--- config.mk ---
export PLATFORM = sky130hd
export DESIGN_NAME = cascade_irq_ctl
export DESIGN_NICKNAME = d
export VERILOG_FILES = /design/src/rtl/cic_pkg.sv /design/src/rtl/cic_regs.sv /design/src/rtl/cic_post_fsm.sv /design/src/rtl/cascade_irq_ctl.sv
export SDC_FILE = /design/constraint.sdc
export NUM_CORES = 1
export LEC_CHECK = 0
export BUFFER_PORTS_ARGS = -buffer_cell sky130_fd_sc_hd__buf_2
export CORE_MARGIN = 1.5
export CORE_UTILIZATION = 48
export CTS_CLUSTER_SIZE = 40
export DETAILED_ROUTE_END_ITERATION = 8
export PLACE_DENSITY = 0.9
export SLEW_MARGIN = 20
export SYNTH_ARGS = -nofsm -noshare
export SYNTH_HDL_FRONTEND = slang
export SYNTH_SLANG_ARGS = --single-unit
--- constraint.sdc ---
create_clock -name clk -period 1.7 [get_ports clk]
set_input_delay 0.085 -clock clk [delete_from_list [all_inputs] [get_ports clk]]
set_output_delay 0.085 -clock clk [all_outputs]
set_load 0.005 [all_outputs]
--- src/rtl/cic_pkg.sv ---
package cic_pkg;
    localparam int ADDR_W    = 3;
    localparam int ACK_IDX_W = 4;

    localparam int A_PRI_REQ  = 0;
    localparam int A_PRI_MASK = 1;
    localparam int A_ACK      = 2;
    localparam int A_SEC_REQ  = 3;
    localparam int A_SEC_MASK = 4;

    typedef enum logic {
        ST_QUIET   = 1'b0,
        ST_POSTING = 1'b1
    } post_state_t;
endpackage

--- src/rtl/cic_regs.sv ---
module cic_regs
    import cic_pkg::*;
#(
    parameter int N_REQ  = 8,
    parameter int DATA_W = 8
) (
    input  logic              clk,
    input  logic              rst_n,
    input  logic              wr_en,
    input  logic              rd_en,
    input  logic [ADDR_W-1:0] addr,
    input  logic [DATA_W-1:0] wdata,
    input  logic [N_REQ-1:0]  req_set,
    input  logic [N_REQ-1:0]  req_clr,
    output logic [DATA_W-1:0] rdata,
    output logic              err_flag,
    output logic [DATA_W-1:0] sec_mask,
    output logic              raise_evt,
    output logic              drop_evt
);
    logic [N_REQ-1:0]  req_q, en_q, req_next, en_next, ack_vec;
    logic [DATA_W-1:0] sec_q;
    logic              err_q;
    logic              mask_wr, ack_wr, sec_wr, wr_ok, rd_ok, bad_acc, live_next;

    assign mask_wr = wr_en && (addr == ADDR_W'(A_PRI_MASK));
    assign ack_wr  = wr_en && (addr == ADDR_W'(A_ACK));
    assign sec_wr  = wr_en && (addr == ADDR_W'(A_SEC_MASK));
    assign wr_ok   = mask_wr || ack_wr || sec_wr;
    assign rd_ok   = (addr == ADDR_W'(A_PRI_REQ)) || (addr == ADDR_W'(A_SEC_REQ)) ||
                     (addr == ADDR_W'(A_SEC_MASK));
    assign bad_acc = (wr_en && !wr_ok) || (rd_en && !rd_ok);

    // one-hot acknowledge decode; indices beyond N_REQ select nothing
    for (genvar i = 0; i < N_REQ; i++) begin : g_ack
        assign ack_vec[i] = ack_wr && (wdata[ACK_IDX_W-1:0] == ACK_IDX_W'(i));
    end

    // clear beats set, set beats acknowledge
    assign req_next  = (req_q & ~ack_vec & ~req_clr) | (req_set & ~req_clr);
    assign en_next   = mask_wr ? ~wdata[N_REQ-1:0] : en_q;
    assign live_next = |(req_next & en_next);

    assign raise_evt = (|(req_set & ~req_clr)) || (mask_wr && live_next);
    assign drop_evt  = (mask_wr || ack_wr || (|req_clr)) && !live_next;

    always_ff @(posedge clk or negedge rst_n) begin
        if (!rst_n) begin
            req_q <= '0;
            en_q  <= '0;
            sec_q <= '0;
            err_q <= 1'b0;
        end else begin
            req_q <= req_next;
            en_q  <= en_next;
            if (sec_wr)  sec_q <= wdata;
            if (bad_acc) err_q <= 1'b1;
        end
    end

    always_comb begin
        rdata = '0;
        if (rd_en && (addr == ADDR_W'(A_PRI_REQ)))
            rdata = DATA_W'(req_q);
    end

    assign err_flag = err_q;
    assign sec_mask = sec_q;
endmodule

--- src/rtl/cic_post_fsm.sv ---
module cic_post_fsm
    import cic_pkg::*;
(
    input  logic clk,
    input  logic rst_n,
    input  logic raise_evt,
    input  logic drop_evt,
    output logic irq_out
);
    post_state_t state_q, state_d;

    always_ff @(posedge clk or negedge rst_n) begin
        if (!rst_n) state_q <= ST_QUIET;
        else        state_q <= state_d;
    end

    always_comb begin
        state_d = state_q;
        unique case (state_q)
            ST_QUIET:   if (raise_evt) state_d = ST_POSTING;          // RAISE
            ST_POSTING: if (!raise_evt && drop_evt) state_d = ST_QUIET; // DROP
            default:    state_d = ST_QUIET;
        endcase
    end

    always_comb begin
        irq_out = (state_q == ST_POSTING);
    end
endmodule

--- src/rtl/cascade_irq_ctl.sv ---
module cascade_irq_ctl
    import cic_pkg::*;
#(
    parameter int N_REQ  = 8,
    parameter int DATA_W = 8
) (
    input  logic              clk,
    input  logic              rst_n,
    input  logic              wr_en,
    input  logic              rd_en,
    input  logic [ADDR_W-1:0] addr,
    input  logic [DATA_W-1:0] wdata,
    output logic [DATA_W-1:0] rdata,
    input  logic [N_REQ-1:0]  req_set,
    input  logic [N_REQ-1:0]  req_clr,
    output logic              irq_out,
    output logic              err_flag
);
    logic              raise_evt, drop_evt;
    logic [DATA_W-1:0] sec_mask_w;

    cic_regs #(.N_REQ(N_REQ), .DATA_W(DATA_W)) u_regs (
        .clk(clk), .rst_n(rst_n), .wr_en(wr_en), .rd_en(rd_en), .addr(addr),
        .wdata(wdata), .req_set(req_set), .req_clr(req_clr), .rdata(rdata),
        .err_flag(err_flag), .sec_mask(sec_mask_w),
        .raise_evt(raise_evt), .drop_evt(drop_evt)
    );

    cic_post_fsm u_fsm (
        .clk(clk), .rst_n(rst_n), .raise_evt(raise_evt), .drop_evt(drop_evt),
        .irq_out(irq_out)
    );
endmodule

==> flow_metrics.tcl <==
set metrics [dict create \
    rsz0062_at_grt "false" \
    skew_ns 0.0138 \
    wl_mm 2.87 \
    fin_nets 195 \
    crit_chain "buf_2, or3_2, o41ai_1, o22ai_1, nor4_1, o211ai_1" \
    hpwlAfterDp_mm 2.23 \
    setup_viol 0 \
    final_core_util 0.643 \
    worstPathRequired_ns 1.87 \
    track_usage 0.249 \
    antenna_cells 0 \
    critPathKind "in -> reg" \
    core_um2 2210 \
    ys_ff_latch 18 \
    slew_violations 0 \
    die_w_um 51.5 \
    htree_levels 1 \
    finalCritPeriodShare 0.856 \
    synth_area_um2 1130 \
    grt_pass1_wl_mm 4.76 \
    dr.pass1.iters 4 \
    drv_cap 0 \
    synth.area.top_cells "dfrtp_1, inv_1, mux2i_1" \
    top_usage_layer "met2" \
    cts_sinks 18 \
    timing.rr.end "u_fsm.irq_out" \
    grt_start_max_net_pins 19 \
    grt_antenna_before_repair 0 \
    syn_inst 119 \
    cts_made_buffers 3 \
    tritoncts "done" \
    die-area_um2 2650 \
    ys.flop_type "dfrtp_1" \
    r2r_slack_ns 0.27 \
    arrival_ns 1.62 \
    synth_top_cell_by_area "dfrtp_1" \
    gr-total-overflow 0 \
    met2_usage 0.410 \
    fmax_mhz 687 \
    io_pins 41 \
    start_kind "primary input" \
    min_from "req_set[1]" \
    use_met3 0.0431 \
    clk_pin_slew_ns 0.10 \
    tightest_slew_ns 0.657 \
    min_path_cells 3 \
    postCtsSetupBuffers 0 \
    avgSynthCellArea_um2 9.48 \
    min_path_type "in -> reg" \
    synth_top_area_frac 0.399 \
    cts_resized 0 \
    drc_errors 0 \
    grt_pass1_vias 1066 \
    hold_viol_final 0 \
    whs_endpoint "u_regs.req_q[1]" \
    clk_path_buf_depth 2 \
    cp_max_fo 8 \
    port-buffer-count 40 \
    status "completed" \
    final_cells 191 \
    crit_path_max_incr_delay_ns 0.48 \
    hold_buffers 1 \
    yosys_warnings 0 \
    cp_slowest_cell "or3_2" \
    vdd_drop_max_mv 0.490 \
    r2r_cells 5 \
    placed_area_um2 1380 \
    dp.cells 186 \
    use_met1 0.307 \
    ff_latch_area_um2 450 \
    wl_per_cell_um 15.0 \
    multi_input_area_um2 543 \
    synth_fp_nets 150 \
    vias 1086 \
    postRouteAntennaNets 0 \
    globalplace.congestion 0.895 \
    yosysMostFrequentCell "inv_1" \
    drt_iter0_markers 58 \
    p_leak_nw 0.745 \
    fp-row-count 17 \
    die_y_um 51.5 \
    yosysSeqAreaShare 0.399 \
    r2r-start "u_regs.req_q[3]" \
    crit_path_end_kind "flip-flop" \
    clock_latency_ns 0.31 \
    slew_headroom 0.556 \
    drive_gt1_frac 0.344 \
    synth_commonest_cells "inv_1, dfrtp_1, mux2i_1" \
    cts_root_buf "clkbuf_4" \
    stdcell_area_um2 1420 \
    synth.distinct_cells 33 \
    syn2layout_area_growth_pct 26.1 \
    power_density_nw_per_um2 713 \
    period_minus_slack_ns 1.45 \
    synth_edf_count 0 \
    viasPerCell 5.69 \
    async_flop_share 1.00 \
    nFillCells 186 \
    initial_utilization 0.510 \
]
==> how the worst max path moves through the flow <==
stage	startpoint	end	slack, ns	depth (start not counted)
2_1_floorplan	addr[0]	u_fsm.irq_out	0.18	6
3_3_place_gp	addr[0]	u_fsm.irq_out	0.08	6
3_5_place_dp	addr[0]	u_fsm.irq_out	-0.05	6
4_1_cts	addr[1]	rdata[0]	0.26	5
5_1_grt	addr[0]	u_fsm.irq_out	0.15	6
6_report	wdata[3]	u_fsm.irq_out	0.25	6
==> sequential cells by signal, summed over array words and instances, names as in the netlist <==
name             cells
u_fsm.irq_out        1
u_regs.en_q          8
u_regs.req_q         8
u_regs.err_flag      1
==> final cells by class <==
class / instances / share of cell area
repair buffers: 44 / 0.172
clock buffers: 4 / 0.0255
multi-input cells: 67 / 0.382
well taps: 28 / 0.0246
flip-flops and latches: 18 / 0.317
inverters: 30 / 0.0792
==> routing by layer <==
layer | routed length (um) | share of wire
met1 | 1130 | 0.39
met2 | 1440 | 0.50
met3 | 226 | 0.079
met4 | 74 | 0.026
met5 | 0 | 0
==> logic make-up after synthesis <==
| family | share of synthesized area |
|---|---|
| buf+inv | 0.120 |
| simple gates | 0.203 |
| compound gates | 0.191 |
| flops | 0.399 |
| mux | 0.0798 |
| xor+xnor | 0.00776 |
==> through the flow <==
stage               setup WS (ns)  setup TNS (ns)  hold WS (ns)  power (mW)
CTS                         0.262               0        0.0511        1.02
finish                      0.245               0        0.0657        1.01
global route                0.152               0        0.0623        1.07
global placement           0.0784               0        0.0286       0.731
floorplan                   0.182               0        -0.211       0.641
detailed placement        -0.0487         -0.0487        0.0323       0.743
==> worst max-delay path, delay by kind of cell <==
family | cells | cell delay (ns)
buf+inv | 1 | 0.14
simple gates | 2 | 0.74
compound gates | 3 | 0.65
==> power breakdown <==
group          switching (mW)  internal [mW]
Combinational           0.129          0.107
Clock                   0.144          0.131
Sequential             0.0207          0.483
==> placed cells by master (no fill, tap or decap), types with 2 or more instances in the layout <==
master,instances
o21ba_2,5
a311o_1,3
nor4_1,4
inv_1,30
mux2i_1,9
dfrtp_1,18
buf_4,2
o22ai_1,7
nor4b_1,2
and2_1,8
nor2_1,5
or3b_1,2
clkbuf_4,3
buf_2,40
o41ai_1,3
Note: power is estimated with default switching activity, not from simulation.
